## src/rtl/serial_cmd_pkg.sv

```systemverilog
// Package: shared sizing for the serial command receiver.
// Assumes the word splits into an address field on top and a data field below.
package serial_cmd_pkg;
    parameter int WORD_W      = 16;
    parameter int ADDR_W      = 7;
    parameter int SYNC_STAGES = 2;
    localparam int DATA_W     = WORD_W - ADDR_W;
    localparam int CNT_W      = $clog2(WORD_W + 1);

    // Edge information produced for one synchronized line
    typedef struct packed {
        logic level;
        logic rise;
    } line_state_t;
endpackage

```

## src/rtl/bit_sync.sv

```systemverilog
// Module: bit_sync
// Multi-flop synchronizer bringing one asynchronous line into clk.
// Assumes STAGES >= 2. The reset value of every stage is 0.
module bit_sync #(
    parameter int STAGES = 2
) (
    input  logic clk,
    input  logic rst_n,
    input  logic d_i,
    output logic q_o
);
    logic [STAGES-1:0] chain;

    // Shift the raw line through the synchronizer chain
    always_ff @(posedge clk) begin
        if (!rst_n) chain <= '0;
        else        chain <= {chain[STAGES-2:0], d_i};
    end

    assign q_o = chain[STAGES-1];
endmodule

```

## src/rtl/sync_edge.sv

```systemverilog
// Module: sync_edge
// Synchronizes one line and flags its rising edge for one clk cycle.
// Assumes the line stays in each state for at least two clk cycles.
module sync_edge
    import serial_cmd_pkg::*;
#(
    parameter int STAGES = 2
) (
    input  logic        clk,
    input  logic        rst_n,
    input  logic        d_i,
    output line_state_t st_o
);
    logic lvl;
    logic lvl_d;

    bit_sync #(.STAGES(STAGES)) u_sync (
        .clk  (clk),
        .rst_n(rst_n),
        .d_i  (d_i),
        .q_o  (lvl)
    );

    // Remember the previous synchronized level for edge detection
    always_ff @(posedge clk) begin
        if (!rst_n) lvl_d <= 1'b0;
        else        lvl_d <= lvl;
    end

    assign st_o.level = lvl;
    assign st_o.rise  = lvl & ~lvl_d;

    // A rising edge cannot repeat on consecutive cycles
    assert_rise_spaced_R5: assert property (@(posedge clk) disable iff (!rst_n)
        st_o.rise |=> !st_o.rise);
endmodule

```

## src/rtl/cmd_shifter.sv

```systemverilog
// Module: cmd_shifter
// Shift register with a saturating bit counter for the serial word.
// A bit arriving in the same cycle as a commit counts toward that commit.
// The counter restarts at zero after every commit.
module cmd_shifter
    import serial_cmd_pkg::*;
#(
    parameter int W = WORD_W
) (
    input  logic         clk,
    input  logic         rst_n,
    input  logic         shift_i,
    input  logic         bit_i,
    input  logic         commit_i,
    output logic [W-1:0] word_o,
    output logic         full_o
);
    localparam int CW = $clog2(W + 1);
    localparam logic [CW-1:0] FULL = CW'(W);

    logic [W-1:0]  sr_q,  sr_nx;
    logic [CW-1:0] cnt_q, cnt_nx;

    // Next word and next count, including a bit arriving this cycle
    always_comb begin
        sr_nx  = sr_q;
        cnt_nx = cnt_q;
        if (shift_i) begin
            sr_nx  = {sr_q[W-2:0], bit_i};
            cnt_nx = (cnt_q == FULL) ? cnt_q : cnt_q + 1'b1;
        end
    end

    // Hold the word and count, clearing the count at each commit
    always_ff @(posedge clk) begin
        if (!rst_n) begin
            sr_q  <= '0;
            cnt_q <= '0;
        end else begin
            sr_q  <= sr_nx;
            cnt_q <= commit_i ? '0 : cnt_nx;
        end
    end

    assign word_o = sr_nx;
    assign full_o = (cnt_nx == FULL);

    assert_cnt_bound_R7: assert property (@(posedge clk) disable iff (!rst_n)
        cnt_q <= FULL);
    assert_count_restart_R8: assert property (@(posedge clk) disable iff (!rst_n)
        commit_i |=> (cnt_q == '0));
endmodule

```

## src/rtl/cmd_commit.sv

```systemverilog
// Module: cmd_commit
// Turns a commit request into a registered write or an error pulse.
// Assumes a commit request never repeats on consecutive cycles.
module cmd_commit
    import serial_cmd_pkg::*;
#(
    parameter int AW = ADDR_W,
    parameter int DW = DATA_W
) (
    input  logic             clk,
    input  logic             rst_n,
    input  logic             commit_i,
    input  logic             full_i,
    input  logic [AW+DW-1:0] word_i,
    output logic             wr_en_o,
    output logic [AW-1:0]    addr_o,
    output logic [DW-1:0]    data_o,
    output logic             err_o
);
    // Register the strobe, the split fields and the error pulse
    always_ff @(posedge clk) begin
        if (!rst_n) begin
            wr_en_o <= 1'b0;
            err_o   <= 1'b0;
            addr_o  <= '0;
            data_o  <= '0;
        end else begin
            wr_en_o <= commit_i & full_i;
            err_o   <= commit_i & ~full_i;
            if (commit_i && full_i) begin
                addr_o <= word_i[AW+DW-1:DW];
                data_o <= word_i[DW-1:0];
            end
        end
    end

    assert_single_strobe_R5: assert property (@(posedge clk) disable iff (!rst_n)
        wr_en_o |=> !wr_en_o);
    assert_err_excl_R6: assert property (@(posedge clk) disable iff (!rst_n)
        !(wr_en_o && err_o));
    assert_addr_hold_R9: assert property (@(posedge clk) disable iff (!rst_n)
        !wr_en_o |-> $stable(addr_o));
    assert_data_hold_R9: assert property (@(posedge clk) disable iff (!rst_n)
        !wr_en_o |-> $stable(data_o));
endmodule

```

## src/rtl/serial_cmd_rx.sv

```systemverilog
// Module: serial_cmd_rx
// Top of the three-wire write-only command receiver.
// Assumes the serial lines are much slower than clk. The latch rising edge
// commits the last WORD_W bits as {address, data}.
module serial_cmd_rx
    import serial_cmd_pkg::*;
#(
    parameter int W_WORD  = WORD_W,
    parameter int W_ADDR  = ADDR_W,
    parameter int NSTAGES = SYNC_STAGES
) (
    input  logic                     clk,
    input  logic                     rst_n,
    input  logic                     ser_clk_i,
    input  logic                     ser_latch_i,
    input  logic                     ser_data_i,
    output logic                     wr_en_o,
    output logic [W_ADDR-1:0]        wr_addr_o,
    output logic [W_WORD-W_ADDR-1:0] wr_data_o,
    output logic                     frame_err_o
);
    localparam int W_DATA = W_WORD - W_ADDR;

    line_state_t      sclk_st, latch_st;
    logic             data_s;
    logic [W_WORD-1:0] word;
    logic             full;

    sync_edge #(.STAGES(NSTAGES)) u_sclk (
        .clk(clk), .rst_n(rst_n), .d_i(ser_clk_i), .st_o(sclk_st)
    );
    sync_edge #(.STAGES(NSTAGES)) u_latch (
        .clk(clk), .rst_n(rst_n), .d_i(ser_latch_i), .st_o(latch_st)
    );
    bit_sync #(.STAGES(NSTAGES)) u_data (
        .clk(clk), .rst_n(rst_n), .d_i(ser_data_i), .q_o(data_s)
    );

    cmd_shifter #(.W(W_WORD)) u_shift (
        .clk     (clk),
        .rst_n   (rst_n),
        .shift_i (sclk_st.rise),
        .bit_i   (data_s),
        .commit_i(latch_st.rise),
        .word_o  (word),
        .full_o  (full)
    );

    cmd_commit #(.AW(W_ADDR), .DW(W_DATA)) u_commit (
        .clk     (clk),
        .rst_n   (rst_n),
        .commit_i(latch_st.rise),
        .full_i  (full),
        .word_i  (word),
        .wr_en_o (wr_en_o),
        .addr_o  (wr_addr_o),
        .data_o  (wr_data_o),
        .err_o   (frame_err_o)
    );

    assert_write_on_latch_R8: assert property (@(posedge clk) disable iff (!rst_n)
        wr_en_o |-> $past(latch_st.rise));
    assert_err_on_latch_R6: assert property (@(posedge clk) disable iff (!rst_n)
        frame_err_o |-> $past(latch_st.rise));
endmodule

```

## config.mk

```make
export PLATFORM = sky130hd
export DESIGN_NAME = serial_cmd_rx
export DESIGN_NICKNAME = d
export VERILOG_FILES = /design/src/rtl/serial_cmd_pkg.sv /design/src/rtl/bit_sync.sv /design/src/rtl/sync_edge.sv /design/src/rtl/cmd_shifter.sv /design/src/rtl/cmd_commit.sv /design/src/rtl/serial_cmd_rx.sv
export SDC_FILE = /design/constraint.sdc
export NUM_CORES = 1
export LEC_CHECK = 0
export ABC_AREA = 1
export CAP_MARGIN = 10
export CORE_UTILIZATION = 66
export CTS_CLUSTER_SIZE = 8
export DETAILED_ROUTE_END_ITERATION = 6
export DONT_BUFFER_PORTS = 1
export PLACE_DENSITY_LB_ADDON = 0.2
export SYNTH_ARGS = -nofsm -noshare
export SYNTH_HDL_FRONTEND = slang
export SYNTH_SLANG_ARGS = --single-unit
```

## constraint.sdc

```tcl
create_clock -name clk -period 3.5 [get_ports clk]
set_input_delay 0.7 -clock clk [delete_from_list [all_inputs] [get_ports clk]]
set_output_delay 0.7 -clock clk [all_outputs]
set_load 0.03 [all_outputs]
```

After elaboration in Yosys (flattened, before gate mapping)
Index checks and enable logic that the tools add are counted.
- register bits after elaboration: 47
- input bits: 5
- logic and storage cells: 27
- add/sub/neg operators: 1
- equal/unequal tests: 2
- mux-type cells: 3
- bitwise gates (word level): 8
- reduce and logical (&&, ||, !) cells: 2
- operators by type and width (cell ; count):
    16-bit 2-to-1 mux ; 1
    5-bit == test (second input constant) ; 2
    5-bit 2-to-1 mux ; 2
    5-bit by 1-bit adder with 5-bit output (second input constant) ; 1
    1-bit AND ; 4
    1-bit NOT ; 4
    2-bit OR reduction ; 1
    1-bit logical AND ; 1

Logic depth before layout (Yosys ltp)
- depth in word-level cells: 6
- mapped depth: 15
- depth with buffers taken out: 14

Modules after synthesis
A second synthesis with hierarchy kept.
- cell total of the unflattened synthesis: 267
- area total of the unflattened synthesis: 1881.8 um^2
- by module, submodules not included (module ; times used ; cells each ; area an instance (um^2) ; sequential area each (um^2)):
    cmd_shifter ; 1 ; 129 ; 899.6 ; 420.4
    cmd_commit ; 1 ; 108 ; 726.9 ; 360.3
    bit_sync ; 3 ; 6 ; 55.1 ; 40.0
    sync_edge ; 2 ; 6 ; 45.0 ; 20.0

Worst setup path after synthesis
No wires, ideal clock.
- path kind: register -> register
- start point: register u_shift.cnt_q[0]
- end point: register u_commit.addr_o[5]
- library setup time: 64 ps
- data arrival time: 1587 ps
- data required time: 3436 ps
- slack: 1850 ps
- stages on the path, launching flop included: 15
- path buffers: 1
- clock period less this slack: 1650 ps
- cell sequence: dfxtp_1 inv_1 ha_1 nand2_1 inv_1 nand2_1 nand2_1 nand2_2 nand2_2 nor2_8 nand3_4 buf_6 nand2_2 inv_1 nor2_1
- longest elaborated chain between the ends: 5
- RTL lines (element ; line ; RTL):
    start, declared ; cmd_shifter.sv:22 ; logic [CW-1:0] cnt_q, cnt_nx;
    start signal, assigned ; cmd_shifter.sv:41 ; cnt_q <= commit_i ? '0 : cnt_nx;
    5-bit by 1-bit adder with 5-bit output / 5-bit == test (equally long branches) ; cmd_shifter.sv:30 ; cnt_nx = (cnt_q == FULL) ? cnt_q : cnt_q + 1'b1;
    5-bit 2-to-1 mux ; cmd_shifter.sv:30 ;
    5-bit 2-to-1 mux (*) ; cmd_shifter.sv:28 ; if (shift_i) begin
    5-bit == test (*) ; cmd_shifter.sv:46 ; assign full_o = (cnt_nx == FULL);
    1-bit logical AND (*) ; cmd_commit.sv:30 ; if (commit_i && full_i) begin
    end signal, assigned ; cmd_commit.sv:31 ; addr_o <= word_i[AW+DW-1:DW];
    end, declared ; cmd_commit.sv:16 ; output logic [AW-1:0] addr_o,
Mark *: on every way between the ends. The rest lies on a longest branch, timed or not.
A chain may end at the register's enable or synchronous reset.

Worst setup path in the final report
- start point: register u_shift.cnt_q[0]
- end point: register u_commit.data_o[7]
- longest elaborated chain between the ends: 5
- RTL lines (element ; line ; RTL):
    5-bit by 1-bit adder with 5-bit output / 5-bit == test (equally long branches) ; cmd_shifter.sv:30 ;
    5-bit 2-to-1 mux ; cmd_shifter.sv:30 ;
    5-bit 2-to-1 mux (*) ; cmd_shifter.sv:28 ;
    5-bit == test (*) ; cmd_shifter.sv:46 ;
    1-bit logical AND (*) ; cmd_commit.sv:30 ;
    end signal, assigned ; cmd_commit.sv:32 ; data_o <= word_i[DW-1:0];
    end, declared ; cmd_commit.sv:17 ; output logic [DW-1:0] data_o,
Marked as above.

==> impl_results.md <==
- Layout cells sized above 1: 0.103
- Worst path required time: ~3.8 ns
- # port buffers: 0
- Final Power: 0.865 mW
- Largest family of logic cells by synthesized area: simple AND/OR/NAND/NOR gates
- Crit end category: flip-flop
- Adder-Cell Fraction of Synth Area: 0.0125
- CTS tree: yes
- Die height: between 50 and 60 um
- Final slew viol count: 0
- Fillers: between 200 and 250
- Sequential cell area: around 940 um2
- Area of the multi-input gates: 795 um2
- Post-Synth XOR/XNOR Area: 0
- CP endpoint: u_commit.data_o[7]
- Core ar.: between 2000 and 3000 um2
- Finished Core Util: 0.731
- RSZ-0062 raised after global routing: no
- Worst Skew: between 0.007 and 0.008 ns
- Remaining DRCs: 12
- Num rows: 19
- Leading cell type in the layout, fill and taps excluded: nand2_1
- Diodes inserted: 0
- RR Startpoint: u_shift.cnt_q[0]
- Min Tclk post-route: 2.01 ns
- Inserted Clock Buffers: 5
- CTS resizes: 0
- Final Hold Viols: 0
- Vias in the first global route: about 1,400
- Post-CTS setup buffers: 0
- Post-DR wirelength/cell: between 10 and 15 um
- Worst-path fanout max: 18
- Period utilization: 0.573
- Hold Buf Count CTS: 0
- CTS H-tree lvls: 2
- Initial antenna violation count: 0
- Commonest cells after routing, fill and taps aside: nand2_1, inv_1, dfxtp_1
- Mean post-synth cell area: 7.26 um2
- Total Routed Length: between 3000 and 4000 um
- Worst-margin pin slew: ~0.76 ns
- Simple-gate share of the synthesized area: 0.324
- Mapped Area: approximately 2000 um2
- Post-Syn Nets: between 200 and 300
- Clk Tree Root Cell: clkbuf_4
- Rel. slew slack: 0.491
- Die area: between 3000 and 4000 um2
- Path type of the worst min-delay path: flip-flop to flip-flop
- Starting Density: 0.715
- CTS Buffer Depth: 2
- Total number of vias: 1,533
- Pin count of the biggest net entering global routing: 27
- ANT nets after route: 0
- Layout area overhead: 2.37%
- Total Negative Setup Slacks: 0 ns
- Crit path from: u_shift.cnt_q[0]
- Maxcap violations: 0
- Clock Sinks: 47
- Post-synthesis sequential area ratio: 0.469
- DR vias/cell: ~5
- Synthesized flop and latch total: 47
- R2r endpoint: u_commit.data_o[7]
- Library cells used by synthesis: 24
- Clock slew at reported path FFs: between 0.1 and 0.15 ns
- Hpwl dp: between 2000 and 2500 um
- Cell count after synthesis: roughly 280
- F_max: about 500 MHz
- Cell Pwr Density: 421 nW/um2
- Area after DPL: between 1500 and 2000 um2
- First-pass GRT wire length: 5780 um
- Fin area: about 2100 um2
- RePlAce Congestion: roughly 0.77
- Multiplexer area fraction after synthesis: 0.00999
- Final setup vio count: 0
- Leakage: ~0.97 nW
- Startpoint Class: flip-flop
- Peak supply drop: about 350 uV
- Nets@finish: 280
- Failing checks: DRC
- GR Util All Layers: 0.232
- DR pass1 iterations: 6
- Iter 0 DRT Violations: 62
- Synth Area in Compound Gates: 0.0499
- Die Span X: about 57 um
- Crit path kind: flip-flop to flip-flop
- Skew-Pair Late Insertion Delay: between 0.3 and 0.4 ns
- CP arrival: 2.30 ns
- IO Count: 23
- Status: complete, but fails checks
- Synth warn: 0
- R2R Setup Slk: between 1 and 1.5 ns
- Register-to-Register Path Depth: 13
- Gr ovfl total: 0
[worst max-delay path, stage by stage, from the launching register on]
cell     delay (ns)
dfxtp_1        0.41
inv_1          0.08
ha_1           0.19
nand2_1        0.06
inv_1          0.04
nand2_1        0.08
nand3_1        0.08
nand2_1        0.11
nand2_2        0.09
nor2_8         0.24
nand3_4        0.29
nand2_2        0.13
inv_1          0.05
nor2_1         0.10
[synthesized netlist by cell type (all sizes together)]
| master | instances | area share |
|---|---|---|
| nor2 | 42 | 0.096 |
| buf | 4 | 0.012 |
| inv | 58 | 0.11 |
| nand4 | 16 | 0.050 |
| clkinv | 1 | 0.0019 |
| a21oi | 2 | 0.0050 |
| dfxtp | 47 | 0.47 |
| o21bai | 1 | 0.0037 |
| ha | 2 | 0.012 |
| clkbuf | 6 | 0.011 |
| nand3 | 8 | 0.029 |
| nand2 | 71 | 0.15 |
| a211oi | 1 | 0.0037 |
| o21ai | 15 | 0.037 |
| mux2i | 2 | 0.010 |
[layout make-up]
type                            instances  share of cell area
Tap cell                               31              0.0189
Multi-Input combinational cell        160               0.387
Clock inverter                          1             0.00244
Sequential cell                        47               0.459
Inverter                               59               0.108
Clock buffer                            6              0.0250
[where the power goes]
group / internal, mW / leakage (nW) / total (mW) / switching (mW)
clock: 0.0933 / 0.0341 / 0.250 / 0.157
combinational: 0.0181 / 0.554 / 0.0604 / 0.0423
sequential: 0.548 / 0.382 / 0.555 / 0.00621
[worst min path at each step]
stage                            from                     end  slack (ns)  depth (start not counted)
4_1_cts                     ser_clk_i  u_sclk.u_sync.chain[0]        0.42                          2
3_5_place_dp   u_sclk.u_sync.chain[0]  u_sclk.u_sync.chain[1]        0.40                          2
6_report       u_sclk.u_sync.chain[0]  u_sclk.u_sync.chain[1]        0.42                          2
5_1_grt                     ser_clk_i  u_sclk.u_sync.chain[0]        0.42                          2
2_1_floorplan         u_data.chain[0]         u_data.chain[1]        0.39                          2
3_3_place_gp   u_sclk.u_sync.chain[0]  u_sclk.u_sync.chain[1]        0.39                          2
[registers in the layout, summed over array words and instances (netlist names)]
name                  cells
u_commit.data_o           9
u_latch.lvl_d             1
u_shift.sr_q             16
u_data.chain              2
u_sclk.lvl_d              1
u_commit.addr_o           7
u_commit.wr_en_o          1
u_shift.cnt_q             5
u_latch.u_sync.chain      2
u_commit.err_o            1
u_sclk.u_sync.chain       2
[per-layer routing]
| layer | track usage | wire (um) | vias to the layer above |
|---|---|---|---|
| li1 | - | - | 825 |
| met1 | 0.292 | 1540 | 654 |
| met2 | 0.368 | 1460 | 47 |
| met3 | 0.0612 | 213 | 7 |
| met4 | 0.115 | 66 | 0 |
| met5 | 0 | 0 | - |
[through the flow]
stage	hold WS (ns)	setup slack, ns	std cells
3_5_place_dp	0.399	1.51	297
6_report	0.423	1.49	304
3_3_place_gp	0.391	1.60	297
4_1_cts	0.422	1.47	304
5_1_grt	0.416	1.20	304
2_1_floorplan	0.390	1.85	276
[cell families (layout without fill, tap and decap cells)]
kind of cell,Yosys count,after routing
buf+inv,69,66
compound gates,19,19
simple gates,137,137
flops,47,47
mux,2,2
fa+ha+maj,2,2
Note: power is estimated with default switching activity, not from simulation.
